## src/rtl/intc_pkg.sv

```systemverilog
package intc_pkg;
  typedef logic [3:0] lvl_t;

  localparam int unsigned ADR_CTRL  = 0;
  localparam int unsigned ADR_CPL   = 1;
  localparam int unsigned ADR_FLAG  = 2;
  localparam int unsigned ADR_EN    = 3;
  localparam int unsigned ADR_TRAP  = 4;
  localparam int unsigned ADR_DEPTH = 5;
  localparam int unsigned ADR_PRIO  = 8;

  localparam lvl_t LVL_USER_TOP = 4'd7;
  localparam logic [2:0] PRIO_RESET = 3'd4;

  function automatic lvl_t trap_level(input int unsigned idx);
    return lvl_t'(15 - idx);
  endfunction
endpackage

```

## src/rtl/intc_srcregs.sv

```systemverilog
module intc_srcregs
  import intc_pkg::*;
#(
  parameter int N_SRC   = 8,
  parameter int N_TRAP  = 4,
  parameter int AW      = 5,
  parameter int DW      = 16,
  parameter int DEPTH_W = 4
) (
  input  logic                 clk,
  input  logic                 rst,
  input  logic [N_SRC-1:0]     src_set,
  input  logic [N_TRAP-1:0]    trap_set,
  input  logic                 ovf_set,
  input  logic                 wr_en,
  input  logic [AW-1:0]        wr_addr,
  input  logic [DW-1:0]        wr_data,
  input  logic [AW-1:0]        rd_addr,
  input  lvl_t                 cpu_prio,
  input  logic [DEPTH_W-1:0]   depth,
  output logic [N_SRC-1:0]     flags,
  output logic [N_SRC-1:0]     enables,
  output logic [3*N_SRC-1:0]   prio_flat,
  output logic [N_TRAP-1:0]    trap_flags,
  output logic                 nest_dis,
  output logic [DW-1:0]        rd_data
);
  logic [2:0]        prio_q [N_SRC];
  logic [N_SRC-1:0]  flag_q, en_q, flag_clr;
  logic [N_TRAP-1:0] trap_q, trap_clr, trap_hw;
  logic              nest_q;
  logic [DW-1:0]     rd_mux, rd_q;

  function automatic logic hit(input int unsigned a);
    return wr_en && (wr_addr == AW'(a));
  endfunction

  assign flag_clr = hit(ADR_FLAG) ? wr_data[N_SRC-1:0]  : '0;
  assign trap_clr = hit(ADR_TRAP) ? wr_data[N_TRAP-1:0] : '0;
  assign trap_hw  = trap_set | {{(N_TRAP-1){1'b0}}, ovf_set};

  always_ff @(posedge clk) begin
    if (rst) begin
      flag_q <= '0;
      en_q   <= '0;
      trap_q <= '0;
      nest_q <= 1'b0;
      for (int i = 0; i < N_SRC; i++) prio_q[i] <= PRIO_RESET;
    end else begin
      flag_q <= (flag_q & ~flag_clr) | src_set;
      trap_q <= (trap_q & ~trap_clr) | trap_hw;
      if (hit(ADR_EN))   en_q   <= wr_data[N_SRC-1:0];
      if (hit(ADR_CTRL)) nest_q <= wr_data[0];
      for (int i = 0; i < N_SRC; i++)
        if (hit(ADR_PRIO + i)) prio_q[i] <= wr_data[2:0];
    end
  end

  always_comb begin
    rd_mux = '0;
    case (rd_addr)
      AW'(ADR_CTRL):  rd_mux[0]              = nest_q;
      AW'(ADR_CPL):   rd_mux[3:0]            = cpu_prio;
      AW'(ADR_FLAG):  rd_mux[N_SRC-1:0]      = flag_q;
      AW'(ADR_EN):    rd_mux[N_SRC-1:0]      = en_q;
      AW'(ADR_TRAP):  rd_mux[N_TRAP-1:0]     = trap_q;
      AW'(ADR_DEPTH): rd_mux[DEPTH_W-1:0]    = depth;
      default: ;
    endcase
    for (int i = 0; i < N_SRC; i++)
      if (rd_addr == AW'(ADR_PRIO + i)) rd_mux[2:0] = prio_q[i];
  end

  always_ff @(posedge clk) begin
    if (rst) rd_q <= '0;
    else     rd_q <= rd_mux;
  end

  for (genvar g = 0; g < N_SRC; g++) begin : g_flat
    assign prio_flat[3*g +: 3] = prio_q[g];
  end

  assign flags      = flag_q;
  assign enables    = en_q;
  assign trap_flags = trap_q;
  assign nest_dis   = nest_q;
  assign rd_data    = rd_q;


  flag_sticky_chk: assert property (@(posedge clk) disable iff (rst)
    flag_q[0] && !flag_clr[0] |=> flag_q[0]);

  trap_sticky_chk: assert property (@(posedge clk) disable iff (rst)
    trap_q[0] && !trap_clr[0] |=> trap_q[0]);
endmodule

```

## src/rtl/intc_mask_timer.sv

```systemverilog
module intc_mask_timer #(
  parameter int CW = 8
) (
  input  logic          clk,
  input  logic          rst,
  input  logic          load,
  input  logic [CW-1:0] load_val,
  output logic          active
);
  logic [CW-1:0] cnt_q;

  always_ff @(posedge clk) begin
    if (rst)                cnt_q <= '0;
    else if (load)          cnt_q <= load_val;
    else if (cnt_q != '0)   cnt_q <= cnt_q - 1'b1;
  end

  assign active = (cnt_q != '0);


  mask_reload_chk: assert property (@(posedge clk) disable iff (rst)
    load && (load_val != '0) |=> active);
endmodule

```

## src/rtl/intc_arbiter.sv

```systemverilog
module intc_arbiter
  import intc_pkg::*;
#(
  parameter int N_SRC  = 8,
  parameter int N_TRAP = 4,
  parameter int VEC_W  = 4
) (
  input  logic [N_SRC-1:0]   flags,
  input  logic [N_SRC-1:0]   enables,
  input  logic [3*N_SRC-1:0] prio_flat,
  input  logic [N_TRAP-1:0]  trap_flags,
  input  lvl_t               cpu_prio,
  input  logic               mask_low,
  input  logic               nest_dis,
  input  logic               nest_block,
  output logic               hit,
  output logic [VEC_W-1:0]   vec,
  output lvl_t               level
);
  logic             u_hit, t_hit;
  lvl_t             u_lvl, t_lvl;
  logic [VEC_W-1:0] u_idx, t_idx;

  always_comb begin
    u_hit = 1'b0;
    u_lvl = '0;
    u_idx = '0;
    for (int i = N_SRC - 1; i >= 0; i--) begin
      lvl_t l;
      logic ok;
      l  = {1'b0, prio_flat[3*i +: 3]};
      ok = flags[i] && enables[i] && (l != '0) && (l > cpu_prio)
           && !(mask_low && (l < LVL_USER_TOP)) && !nest_block;
      if (ok && (!u_hit || l >= u_lvl)) begin
        u_hit = 1'b1;
        u_lvl = l;
        u_idx = VEC_W'(i);
      end
    end
  end

  always_comb begin
    t_hit = 1'b0;
    t_lvl = '0;
    t_idx = '0;
    for (int j = N_TRAP - 1; j >= 0; j--) begin
      if (trap_flags[j] && (trap_level(j) > cpu_prio)) begin
        t_hit = 1'b1;
        t_lvl = trap_level(j);
        t_idx = VEC_W'(N_SRC + j);
      end
    end
  end

  always_comb begin
    hit   = t_hit || u_hit;
    vec   = '0;
    level = '0;
    if (t_hit) begin
      vec   = t_idx;
      level = t_lvl;
    end else if (u_hit) begin
      vec   = u_idx;
      level = nest_dis ? LVL_USER_TOP : u_lvl;
    end
  end
endmodule

```

## src/rtl/intc_ctx.sv

```systemverilog
module intc_ctx
  import intc_pkg::*;
#(
  parameter int DEPTH   = 8,
  parameter int DEPTH_W = 4
) (
  input  logic               clk,
  input  logic               rst,
  input  logic               take,
  input  logic               ret,
  input  logic               cpl_wr,
  input  logic [2:0]         cpl_val,
  input  lvl_t               new_level,
  output lvl_t               cpu_prio,
  output logic [DEPTH_W-1:0] depth,
  output logic               ovf
);
  localparam int PTR_W = (DEPTH > 1) ? $clog2(DEPTH) : 1;

  lvl_t               stk [DEPTH];
  lvl_t               cpu_q;
  logic [DEPTH_W-1:0] depth_q;
  logic               full, empty;
  logic [PTR_W-1:0]   push_ptr, pop_ptr;

  assign full     = (depth_q == DEPTH_W'(DEPTH));
  assign empty    = (depth_q == '0);
  assign push_ptr = PTR_W'(depth_q);
  assign pop_ptr  = PTR_W'(depth_q - 1'b1);
  assign ovf      = take && full;

  always_ff @(posedge clk) begin
    if (take && !full) stk[push_ptr] <= cpu_q;
  end

  always_ff @(posedge clk) begin
    if (rst) begin
      cpu_q   <= '0;
      depth_q <= '0;
    end else if (take) begin
      cpu_q <= new_level;
      if (!full) depth_q <= depth_q + 1'b1;
    end else if (ret && !empty) begin
      cpu_q   <= stk[pop_ptr];
      depth_q <= depth_q - 1'b1;
    end else if (cpl_wr) begin
      cpu_q <= {1'b0, cpl_val};
    end
  end

  assign cpu_prio = cpu_q;
  assign depth    = depth_q;


  depth_bound_chk: assert property (@(posedge clk) disable iff (rst)
    depth_q <= DEPTH_W'(DEPTH));

  full_hold_chk: assert property (@(posedge clk) disable iff (rst)
    take && full |=> depth_q == DEPTH_W'(DEPTH));

  empty_ret_chk: assert property (@(posedge clk) disable iff (rst)
    ret && !take && empty |=> $stable(cpu_q));
endmodule

```

## src/rtl/prio_intc.sv

```systemverilog
module prio_intc
  import intc_pkg::*;
#(
  parameter int N_SRC  = 8,
  parameter int N_TRAP = 4,
  parameter int AW     = 5,
  parameter int DW     = 16,
  parameter int CW     = 8,
  parameter int DEPTH  = 8,
  parameter int VEC_W  = $clog2(N_SRC + N_TRAP)
) (
  input  logic              clk,
  input  logic              rst,
  input  logic [N_SRC-1:0]  src_set,
  input  logic [N_TRAP-1:0] trap_set,
  input  logic              wr_en,
  input  logic [AW-1:0]     wr_addr,
  input  logic [DW-1:0]     wr_data,
  input  logic [AW-1:0]     rd_addr,
  output logic [DW-1:0]     rd_data,
  input  logic              mask_load,
  input  logic [CW-1:0]     mask_cycles,
  output logic              irq,
  output logic [VEC_W-1:0]  irq_vec,
  output logic [3:0]        irq_level,
  input  logic              int_ack,
  input  logic              int_ret,
  output logic [3:0]        cpu_prio
);
  localparam int DEPTH_W = $clog2(DEPTH + 1);

  logic [N_SRC-1:0]   flags, enables;
  logic [3*N_SRC-1:0] prio_flat;
  logic [N_TRAP-1:0]  trap_flags;
  logic               nest_dis, mask_active, ovf, take, arb_hit, cpl_wr;
  logic [DEPTH_W-1:0] depth;
  logic [VEC_W-1:0]   arb_vec, vec_q;
  lvl_t               arb_lvl, lvl_q, cpu_q;
  logic               irq_q;

  assign take   = int_ack && irq_q;
  assign cpl_wr = wr_en && (wr_addr == AW'(ADR_CPL));

  intc_srcregs #(.N_SRC(N_SRC), .N_TRAP(N_TRAP), .AW(AW), .DW(DW), .DEPTH_W(DEPTH_W)) u_regs (
    .clk(clk), .rst(rst), .src_set(src_set), .trap_set(trap_set), .ovf_set(ovf),
    .wr_en(wr_en), .wr_addr(wr_addr), .wr_data(wr_data), .rd_addr(rd_addr),
    .cpu_prio(cpu_q), .depth(depth), .flags(flags), .enables(enables),
    .prio_flat(prio_flat), .trap_flags(trap_flags), .nest_dis(nest_dis), .rd_data(rd_data)
  );

  intc_mask_timer #(.CW(CW)) u_mask (
    .clk(clk), .rst(rst), .load(mask_load), .load_val(mask_cycles), .active(mask_active)
  );

  intc_arbiter #(.N_SRC(N_SRC), .N_TRAP(N_TRAP), .VEC_W(VEC_W)) u_arb (
    .flags(flags), .enables(enables), .prio_flat(prio_flat), .trap_flags(trap_flags),
    .cpu_prio(cpu_q), .mask_low(mask_active), .nest_dis(nest_dis),
    .nest_block(nest_dis && (depth != '0)), .hit(arb_hit), .vec(arb_vec), .level(arb_lvl)
  );

  intc_ctx #(.DEPTH(DEPTH), .DEPTH_W(DEPTH_W)) u_ctx (
    .clk(clk), .rst(rst), .take(take), .ret(int_ret), .cpl_wr(cpl_wr),
    .cpl_val(wr_data[2:0]), .new_level(lvl_q), .cpu_prio(cpu_q), .depth(depth), .ovf(ovf)
  );

  always_ff @(posedge clk) begin
    if (rst) begin
      irq_q <= 1'b0;
      vec_q <= '0;
      lvl_q <= '0;
    end else begin
      irq_q <= arb_hit && !take;
      vec_q <= arb_vec;
      lvl_q <= arb_lvl;
    end
  end

  assign irq       = irq_q;
  assign irq_vec   = vec_q;
  assign irq_level = lvl_q;
  assign cpu_prio  = cpu_q;


  ack_drop_chk: assert property (@(posedge clk) disable iff (rst)
    take |=> !irq_q);

  level_above_cpu_chk: assert property (@(posedge clk) disable iff (rst)
    irq_q |-> lvl_q > $past(cpu_q));

  mask_window_chk: assert property (@(posedge clk) disable iff (rst)
    irq_q && (lvl_q != '0) && (lvl_q < LVL_USER_TOP) |-> !$past(mask_active));

  nest_block_chk: assert property (@(posedge clk) disable iff (rst)
    irq_q && $past(nest_dis) && ($past(depth) != '0) |-> vec_q >= VEC_W'(N_SRC));
endmodule

```

## config.mk

```make
export PLATFORM = sky130hd
export DESIGN_NAME = prio_intc
export DESIGN_NICKNAME = d
export VERILOG_FILES = /design/src/rtl/intc_pkg.sv /design/src/rtl/intc_srcregs.sv /design/src/rtl/intc_mask_timer.sv /design/src/rtl/intc_arbiter.sv /design/src/rtl/intc_ctx.sv /design/src/rtl/prio_intc.sv
export SDC_FILE = /design/constraint.sdc
export NUM_CORES = 1
export LEC_CHECK = 0
export BUFFER_PORTS_ARGS = -buffer_cell sky130_fd_sc_hd__buf_2
export CAP_MARGIN = 25
export CORE_MARGIN = 1
export CORE_UTILIZATION = 61
export CTS_BUF_LIST = sky130_fd_sc_hd__clkbuf_4 sky130_fd_sc_hd__clkbuf_8
export DETAILED_ROUTE_END_ITERATION = 8
export PLACE_DENSITY = 0.94
export SYNTH_ARGS = -nofsm -noshare
export SYNTH_HDL_FRONTEND = slang
export SYNTH_SLANG_ARGS = --single-unit
export TNS_END_PERCENT = 10
```

## constraint.sdc

```tcl
create_clock -name clk -period 15.6 [get_ports clk]
set_input_delay 0.78 -clock clk [delete_from_list [all_inputs] [get_ports clk]]
set_output_delay 0.78 -clock clk [all_outputs]
set_load 0.02 [all_outputs]
```

==> reports/qor.yml, run 1 <==
floorplan:
  ios: 81
  chipWidth_um: 106
  start_util_pct: 63.6
  fp-row-count: 37
  die_y_um: 106
  dieArea_um2: 11300
  design.core.area_um2: 10500
routing:
  drt_iter0_markers: 672
  vias: 5998
  drc_errors: 0
  ant_nets: 0
  vias_per_cell: 6.78
  wirelength_um: 18100
  dr.pass1.iters: 7
  wl_per_cell_um: 20.4
clock_network:
  cts_resized: 0
  ctsHoldBuffers: 0
  clk_latency_ns: 0.39
  cts_tree: "built"
  clk_pin_slew_ns: 0.10
  cts_max_path_buffers: 2
  postCtsSetupRepairBufs: 0
  cts_buffers: 9
  clock-root-buffer: "clkbuf_8"
  htreeDepth: 3
  cts_sinks: 109
placed_design:
  dpl_worst_slack_ns: 3.09
  io_buffers: 64
  placed_area_um2: 7020
  dpl.hpwl_um: 13400
  place_inst: 869
  gp_congestion: 0.960
synth:
  ys_seq_area_share_pct: 41.2
  synth_top_area_cell: "edfxtp_1"
  synth_edf_count: 56
  synthArstFlopShare_pct: 0
  syn_area_per_cell_um2: 9.62
  ys.warnings.count: 0
  synth_cell_types: 76
  synth_area_leaders: "edfxtp_1, dfxtp_1, ha_1"
  synth_top_area_share_pct: 25.3
  synth.cell_area_um2: 6660
  synthFlopType: "edfxtp_1"
  syn_inst: 692
  ys_ff_latch: 109
sta:
  fmax_mhz: 78.6
  relSlewSlack_pct: 32.2
  final_max_slew_viol_count: 0
  worst_slack_ns: 2.88
  worstMarginPinSlew_ns: 1.00
  setup_viol: 0
  finalClockSkew_ns: 0.0178
  hold_ws_ns: 0.526
  grt_setup_unrepaired: "false"
  period_share_pct: 81.6
  period_minus_slack_ns: 12.72
  tns_ns: 0
  hold_viol_final: 0
global_routing:
  antenna_found_initial: 0
  grt_pass1_vias: 5761
  grt_usage_pct: 32.7
  grt_max_degree: 50
  grt_pass1_wl_um: 28500
  grt_overflow_total: 0
final_layout:
  n_antenna_cell: 0
  fin_util_pct: 69.1
  fin_cells: 885
  drive_gt1_share_pct: 17.2
  fin_area_um2: 7230
  fin_nets: 845
  area_delta_synth_final_pct: 8.53
power_and_ir_drop:
  leakagePower_nw: 2.87
  p_per_area_nw_per_um2: 119
  power.total_mw: 0.861
  ir_worst_vdd_uv: 97.8
setup_path:
  crit_type: "flop to flop"
  arrival_ns: 13.01
  slowest_stage: "dfxtp_1"
  endpoint_kind: "flop"
  cp_max_fo: 16
  regToRegStartpoint: "u_ctx.depth[0]$_SDFFE_PP0P_"
  cp.required_ns: 15.89
  critical-path-max-stage-delay_ns: 0.56
  cp-startpoint: "u_ctx.depth[0]$_SDFFE_PP0P_"
  cp-start-kind: "flop"
run_status:
  outcome: "finished, final reports clean"
min_path:
  holdCritStartpoint: "u_regs.flags[5]$_SDFF_PP0_"
  hp-class: "flop to flop"
job:
  max_cap_violations: 0
## power by group
group | leakage, nW | total (mW) | internal, mW | switching [mW]
Combinational | 1.80 | 0.299 | 0.126 | 0.173
Clock | 0.105 | 0.179 | 0.0808 | 0.0977
Sequential | 0.965 | 0.383 | 0.336 | 0.0471
## logic make-up (layout without fill, tap and decap cells)
group                      count (synthesis)  in the layout  synth area share, %
xor gates and xnor gates                   7              7                0.921
adders and majority gates                 49             49                 9.21
muxes                                     36             36                 7.25
and+or+nand+nor                          257            257                 18.9
buffers and inverters                     60            110                 4.17
DFF                                      109            109                 41.2
other                                      1              8               0.0563
AOI/OAI and AO/OA                        173            173                 18.3
## area by class of cell
| class | count | area [um^2] |
|---|---|---|
| clock buffers | 11 | 145 |
| repair buffers | 67 | 343 |
| clock inverters | 5 | 60.1 |
| inverters | 27 | 101 |
| fillers | 766 | 3240 |
| well taps | 136 | 170 |
| flip-flops and latches | 109 | 2740 |
| multi-input cells | 530 | 3660 |
## worst paths after layout
kind / to / slack, ns / cells after the start
worst max-delay path: irq_level[1]$_SDFF_PP0_ / 2.88 / 59
worst min-delay path: u_regs.flags[5]$_SDFF_PP0_ / 0.53 / 2
worst max register to register: irq_level[1]$_SDFF_PP0_ / 2.88 / 59
worst min register to register: u_regs.flags[5]$_SDFF_PP0_ / 0.53 / 2
## per-layer routing
layer | vias up | routed length, um | global-route usage [%]
met1 | 2796 | 6680 | 39.7
met5 | - | 0 | 0
met3 | 97 | 1860 | 6.07
li1 | 2670 | - | -
met2 | 435 | 8640 | 55.3
met4 | 0 | 901 | 17.2
## synth_stat cells, types with 11 or more instances
cell type / number
a21oi_1: 46
clkbuf_1: 20
dfxtp_1: 53
edfxtp_1: 56
ha_1: 49
inv_1: 27
mux2i_1: 19
nand2_1: 70
nand2b_1: 11
nand3_1: 14
nor2_1: 81
nor2b_1: 15
nor3_1: 18
o21a_1: 12
o21ai_0: 18
## flip-flops by register name (all words and copies together) (netlist names), 8 cells and up
signal	flops
u_ctx.stk	32
u_regs.flags	8
u_regs.enables	8
u_regs.rd_data	8
u_regs.prio_q	24
u_mask.cnt_q	8
## critical path: cells and delay by family, from the launching register on
kind | cells | cell delay [ns]
AO/OA/AOI/OAI | 29 | 5.69
AND/OR/NAND/NOR | 18 | 3.29
adder cells (fa/ha/maj) | 8 | 2.10
flip-flops | 1 | 0.56
buffers and inverters | 3 | 0.54
multiplexers | 1 | 0.42
## cell usage in the layout (no fill, tap or decap), types with 12 or more instances in the layout
cell      Yosys  routed
o21ai_0      18      18
buf_2         0      64
nor3_1       18      18
nand3_1      14      14
nor2_1       81      81
nor2b_1      15      15
nand2_1      70      70
inv_1        27      27
mux2i_1      19      19
dfxtp_1      53      53
o21a_1       12      12
a21oi_1      46      46
ha_1         49      49
edfxtp_1     56      56
Note: power is estimated with default switching activity, not from simulation.
==> inputs of run 2 (changes only) <==
==> constraint.sdc (replaced) <==
create_clock -name clk -period 13.1 [get_ports clk]
set_input_delay 0.655 -clock clk [delete_from_list [all_inputs] [get_ports clk]]
set_output_delay 0.655 -clock clk [all_outputs]
set_load 0.02 [all_outputs]
==> reports/qor.yml, run 2 (synthesis gave the netlist of run 1 again) <==
routing:
  ant_nets: 0  # unchanged
  drt_iter0_markers: 666  # -0.89%
  wirelength_um: 18100  # -0.18%
  wl_per_cell_um: 20.3  # -0.63%
  vias: 5977  # -0.35%
  dr.pass1.iters: 8  # +1
  drc_errors: 0  # unchanged
  vias_per_cell: 6.72  # -0.80%
global_routing:
  grt_use_met1_pct: 40.2  # +0.51 points
  grt_overflow_total: 0  # unchanged
  use_met3_pct: 6.74  # +0.67 points
  antenna_found_initial: 0  # unchanged
  grt-busiest-layer: "met2"
  grt_pass1_vias: 5790  # +0.50%
  grt_pass1_wl_um: 28500  # about the same
  grt_max_degree: 50  # unchanged
  met2_usage_pct: 55.1  # -0.19 points
  grt_usage_pct: 33.1  # +0.32 points
floorplan:
  design.core.area_um2: 10500  # unchanged
  start_util_pct: 63.6  # unchanged
  dieArea_um2: 11300  # unchanged
  chipWidth_um: 106  # unchanged
  fp-row-count: 37  # unchanged
  die_y_um: 106  # unchanged
  ios: 81  # unchanged
final_layout:
  reg.largest.list: "u_ctx.stk (32), u_regs.prio_q (24)"
  area_delta_synth_final_pct: 9.27
  drive_gt1_share_pct: 18.5  # +1.2 points
  final_cell_mix: "nor2_1, nand2_1, buf_2"
  n_antenna_cell: 0  # unchanged
  layout_commonest_cell: "nor2_1"
  fin_area_um2: 7270  # +0.68%
  regMostFlops: "u_ctx.stk"
  fillerInstances: 760  # -0.78%
  largest_reg_flops: 32  # unchanged
  fin_nets: 849  # +0.47%
setup_path:
  slowest_stage: "or4b_4"
  critPathMostFrequentCell: "a21oi_1"
  endpoint_kind: "flop"
  cp.required_ns: 13.41  # -2.48 ns
  cp_max_fo: 16  # unchanged
  cp-start-kind: "flop"
  r2r_cells: 58  # -1.7%
  arrival_ns: 12.44  # -0.57 ns
  critical-path-max-stage-delay_ns: 0.54  # -0.02 ns
  crit_type: "flop to flop"
power_and_ir_drop:
  switching_share_pct: 36.9  # about the same
  leakagePower_nw: 2.89  # +0.58%
  clockPowerShare_pct: 20.9  # +0.2 points
  internal_power_mw: 0.652  # +20%
  p_per_area_nw_per_um2: 142  # +19%
  ir_worst_vdd_uv: 118  # +21%
  p_switching_mw: 0.382  # +20%
  p_comb_share_pct: 34.9  # about the same
  power.total_mw: 1.03  # +20%
  p_seq_share_pct: 44.2  # -0.3 points
sta:
  fmax_mhz: 82.5  # +4.9%
  final_max_slew_viol_count: 0  # unchanged
  tns_ns: 0  # unchanged
  setup_viol: 0  # unchanged
  worstMarginPinSlew_ns: 1.09  # +0.0847 ns
  relSlewSlack_pct: 26.5  # -5.7 points
  period_minus_slack_ns: 12.13  # -0.594 ns
  grt_setup_unrepaired: "false"
  hold_viol_final: 0  # unchanged
  finalClockSkew_ns: 0.0116  # -0.00622 ns
  period_share_pct: 92.6  # +11 points
clock_network:
  cts_buffers: 9  # unchanged
  clk_pin_slew_ns: 0.11  # about the same
  clk_latency_ns: 0.39  # about the same
  cts_tree: "built"
  cts_max_path_buffers: 2  # unchanged
  clock-root-buffer: "clkbuf_8"
  cts_sinks: 109  # unchanged
  htreeDepth: 3  # unchanged
  ctsHoldBuffers: 0  # unchanged
placed_design:
  dpl.hpwl_um: 13200  # -1.6%
  io_buffers: 64  # unchanged
  placed_area_um2: 7020  # unchanged
  gp_congestion: 0.930  # -3.1%
run_status:
  outcome: "finished, final reports clean"
min_path:
  hp-class: "primary input to flop"
  min_path_cells: 3  # +1
job:
  max_cap_violations: 0  # unchanged
## run 2: changes by cell type in the layout (fill, tap and decap cells not counted), moves of 2 or more
| cell | previous run | this run |
|---|---|---|
| buf_4 | 3 | 7 |
| clkinvlp_4 | 0 | 2 |
| dfxtp_1 | 53 | 50 |
| dfxtp_2 | 0 | 3 |
## run 2: worst max-delay path: cells and delay by family (launching register included)
| kind | cells | cell delay, ns |
|---|---|---|
| buffers and inverters | 1 | 0.18 |
| adders and majority gates | 8 | 2.04 |
| and+or+nand+nor | 20 | 3.58 |
| AOI/OAI and AO/OA | 28 | 5.36 |
| muxes | 1 | 0.42 |
| DFF | 1 | 0.47 |
## run 2: final cells by class
| class | instances | area, um^2 | share of cell area, % |
|---|---|---|---|
| clock inverter | 6 | 70.1 | 0.963 |
| sequential | 109 | 2750 | 37.8 |
| clock buffer | 10 | 138 | 1.89 |
| timing repair buffer | 71 | 373 | 5.13 |
| inverter | 27 | 105 | 1.44 |
| tap | 136 | 170 | 2.34 |
| multi-input combinational | 530 | 3670 | 50.5 |
## run 2: final timing paths
check                           slack, ns                               to                             from
worst max-delay path                 0.97            irq_vec[2]$_SDFF_PP0_      u_ctx.depth[0]$_SDFFE_PP0P_
worst min-delay path                 0.48  u_regs.trap_flags[3]$_SDFF_PP0_                      trap_set[3]
worst max register to register       0.97            irq_vec[2]$_SDFF_PP0_      u_ctx.depth[0]$_SDFFE_PP0P_
worst min register to register       0.52  u_regs.trap_flags[0]$_SDFF_PP0_  u_regs.trap_flags[0]$_SDFF_PP0_
## run 2: through the flow
stage,setup slack (ns),utilization [%],cells,hold WS [ns]
CTS,0.703,69.1,885,0.477
global route,0.0642,69.5,889,0.468
finish,0.972,69.5,889,0.480
global placement,1.26,67.1,869,0.487
detailed placement,0.791,67.1,869,0.502
floorplan,2.02,-,699,0.462
## run 2: power groups by stage
stage                     Clock, mW  Combinational, mW  Sequential (mW)
final                         0.216              0.361            0.457
after global routing          0.231              0.388            0.462
after CTS                     0.215              0.345            0.453
after detailed placement          0              0.341            0.460
after global placement            0              0.318            0.456
after floorplan                   0              0.258            0.444
## run 2: layer usage
metal / vias up / share of wire (%)
met1: 2815 / 37
met2: 391 / 47
li1: 2674 / -
met4: 0 / 4.9
met5: - / 0
met3: 97 / 10
## run 2: what timing repair did
action                     CTS  global route
setup endpoints to repair    0             5
gates resized for setup      0             6
setup buffers                0             4
==> inputs of run 3 (changes only) <==
--- a/config.mk
+++ b/config.mk
@@ -7,7 +7,7 @@
 export LEC_CHECK = 0
 export BUFFER_PORTS_ARGS = -buffer_cell sky130_fd_sc_hd__buf_2
 export CAP_MARGIN = 25
-export CORE_MARGIN = 1
+export CORE_MARGIN = 3
 export CORE_UTILIZATION = 61
 export CTS_BUF_LIST = sky130_fd_sc_hd__clkbuf_4 sky130_fd_sc_hd__clkbuf_8
 export DETAILED_ROUTE_END_ITERATION = 8
==> constraint.sdc (replaced) <==
create_clock -name clk -period 13.1 [get_ports clk]
set_input_delay 0.655 -clock clk [delete_from_list [all_inputs] [get_ports clk]]
set_output_delay 0.655 -clock clk [all_outputs]
set_load 0.01 [all_outputs]
==> reports/qor.yml, run 3 (synthesis gave the netlist of run 1 again) <==
global_routing:
  grt_pass1_wl_um: 29700  # +4.1%
  grt_pass1_vias: 5951  # +2.8%
  grt_overflow_total: 0  # unchanged
  grt_usage_pct: 30.0  # -3.1 points
  grt_max_degree: 50  # unchanged
  antenna_found_initial: 0  # unchanged
placed_design:
  io_buffers: 64  # unchanged
  placed_area_um2: 7030  # +0.11%
  dpl.hpwl_um: 13400  # +1.0%
  gp_congestion: 0.943  # +1.4%
  dpl_worst_slack_ns: 0.645  # -0.146 ns
clock_network:
  cts_buffers: 9  # unchanged
  htreeDepth: 3  # unchanged
  cts_sinks: 109  # unchanged
  clk_pin_slew_ns: 0.12  # about the same
  cts_tree: "built"
  cts_max_path_buffers: 2  # unchanged
  clock-root-buffer: "clkbuf_8"
  ctsHoldBuffers: 0  # unchanged
  clk_latency_ns: 0.40  # about the same
final_layout:
  fin_nets: 855  # +0.71%
  regMostFlops: "u_ctx.stk"
  largest_reg_flops: 32  # unchanged
  layout_commonest_cell: "nor2_1"
  final_cell_mix: "nor2_1, nand2_1, buf_2"
  fin_area_um2: 7340  # +0.86%
  reg.largest.list: "u_ctx.stk (32), u_regs.prio_q (24)"
  drive_gt1_share_pct: 19.1  # +0.64 points
  area_delta_synth_final_pct: 10.2
  n_antenna_cell: 0  # unchanged
  fillerInstances: 788  # +3.7%
sta:
  setup_viol: 0  # unchanged
  hold_viol_final: 0  # unchanged
  fmax_mhz: 81.9  # -0.64%
  finalClockSkew_ns: 0.0182  # +0.00661 ns
  period_share_pct: 93.2  # +0.60 points
  worstMarginPinSlew_ns: 0.957  # -0.130 ns
  grt_setup_unrepaired: "false"
  tns_ns: 0  # unchanged
  worst_slack_ns: 0.894  # -0.0784 ns
  period_minus_slack_ns: 12.21  # +0.0784 ns
  final_max_slew_viol_count: 0  # unchanged
  relSlewSlack_pct: 36.1  # +9.6 points
  hold_ws_ns: 0.467  # -0.0126 ns
setup_path:
  arrival_ns: 12.53  # +0.09 ns
  cp_max_fo: 10  # -6
  endpoint_kind: "flop"
  r2r-end: "irq_vec[2]$_SDFF_PP0_"
  cp-startpoint: "u_ctx.depth[1]$_SDFFE_PP0P_"
  regToRegSetupSlack_ns: 0.89  # -0.08 ns
  regToRegStartpoint: "u_ctx.depth[1]$_SDFFE_PP0P_"
  critPathMostFrequentCell: "a21oi_1"
  crit_type: "flop to flop"
  cp.required_ns: 13.42  # about the same
  r2r_cells: 59  # +1.7%
  cp-endpoint: "irq_vec[2]$_SDFF_PP0_"
  critical-path-max-stage-delay_ns: 0.53  # about the same
  cp-start-kind: "flop"
  slowest_stage: "or4b_4"
power_and_ir_drop:
  leakagePower_nw: 2.93  # +1.3%
  p_per_area_nw_per_um2: 143  # +0.33%
  ir_worst_vdd_uv: 108  # -8.8%
floorplan:
  dieArea_um2: 12200  # +7.7%
  die_y_um: 110  # +3.8%
  design.core.area_um2: 10500  # unchanged
  chipWidth_um: 110  # +3.8%
  start_util_pct: 63.6  # unchanged
  ios: 81  # unchanged
  fp-row-count: 37  # unchanged
routing:
  drc_errors: 8  # +8
  ant_nets: 0  # unchanged
  vias: 6051  # +1.2%
  vias_per_cell: 6.76  # +0.56%
  wirelength_um: 18800  # +4.2%
  dr.pass1.iters: 9  # +1
  wl_per_cell_um: 21.0  # +3.5%
  drt_iter0_markers: 968  # +45%
run_status:
  outcome: "finished, violations left"
  failed_checks: "DRC"
min_path:
  hp-class: "primary input to flop"
job:
  max_cap_violations: 0  # unchanged
## run 3: cell types whose count changed in the layout (fill, tap and decap cells not counted), sizes merged
cell	change
clkbuf	+1
inv	+2
buf	+5
clkinv	-2
## run 3: stage by stage
| step | utilization, % | power, mW | std cells |
|---|---|---|---|
| after global placement | 67.2 | 0.767 | 870 |
| after detailed placement | 67.2 | 0.795 | 870 |
| after global routing | 70.1 | 1.09 | 895 |
| after floorplan | - | 0.695 | 699 |
| after CTS | 69.2 | 1.01 | 886 |
| final | 70.1 | 1.05 | 895 |
## run 3: worst max-delay path: cells and delay by family (launching register included)
family | cells | cell delay [ns]
AOI/OAI and AO/OA | 28 | 5.32
adders and majority gates | 8 | 2.10
buffers and inverters | 2 | 0.29
DFF | 1 | 0.43
muxes | 1 | 0.41
and+or+nand+nor | 20 | 3.57
## run 3: final cells by class
class / instances / area [um^2] / area share [%]
Clock inverter: 6 / 77.6 / 1.06
Sequential cell: 109 / 2750 / 37.4
Clock buffer: 10 / 131 / 1.79
Multi-Input combinational cell: 530 / 3680 / 50.2
Tap cell: 136 / 170 / 2.32
Inverter: 27 / 105 / 1.43
Timing Repair Buffer: 77 / 428 / 5.83
## run 3: layer usage
| metal | GRT usage (%) | part of all wire, % | vias to the layer above |
|---|---|---|---|
| met4 | 13.5 | 4.4 | 0 |
| met1 | 37.9 | 37 | 2793 |
| met3 | 5.59 | 11 | 103 |
| met2 | 50.0 | 48 | 463 |
| li1 | - | - | 2692 |
| met5 | 0 | 0 | - |
## run 3: power breakdown
| group | switching, mW | internal (mW) | total, mW |
|---|---|---|---|
| registers | 0.0485 | 0.401 | 0.449 |
| logic | 0.211 | 0.166 | 0.377 |
| clock network | 0.127 | 0.0943 | 0.221 |
| total | 0.386 | 0.661 | 1.05 |
## run 3: worst min path at each step
stage,from,to,slack [ns],cells after the start
after floorplan,u_regs.trap_flags[0]$_SDFF_PP0_,u_regs.trap_flags[0]$_SDFF_PP0_,0.46,2
after global placement,u_regs.trap_flags[0]$_SDFF_PP0_,u_regs.trap_flags[0]$_SDFF_PP0_,0.48,2
after detailed placement,u_regs.trap_flags[0]$_SDFF_PP0_,u_regs.trap_flags[0]$_SDFF_PP0_,0.50,2
after CTS,src_set[3],u_regs.flags[3]$_SDFF_PP0_,0.47,3
after global routing,trap_set[3],u_regs.trap_flags[3]$_SDFF_PP0_,0.48,3
final,src_set[3],u_regs.flags[3]$_SDFF_PP0_,0.47,3
## run 3: timing repair
action | in CTS | in global routing
setup buffers | 0 | 8
resized for setup | 0 | 6
endpoints found under the setup margin | 0 | 6
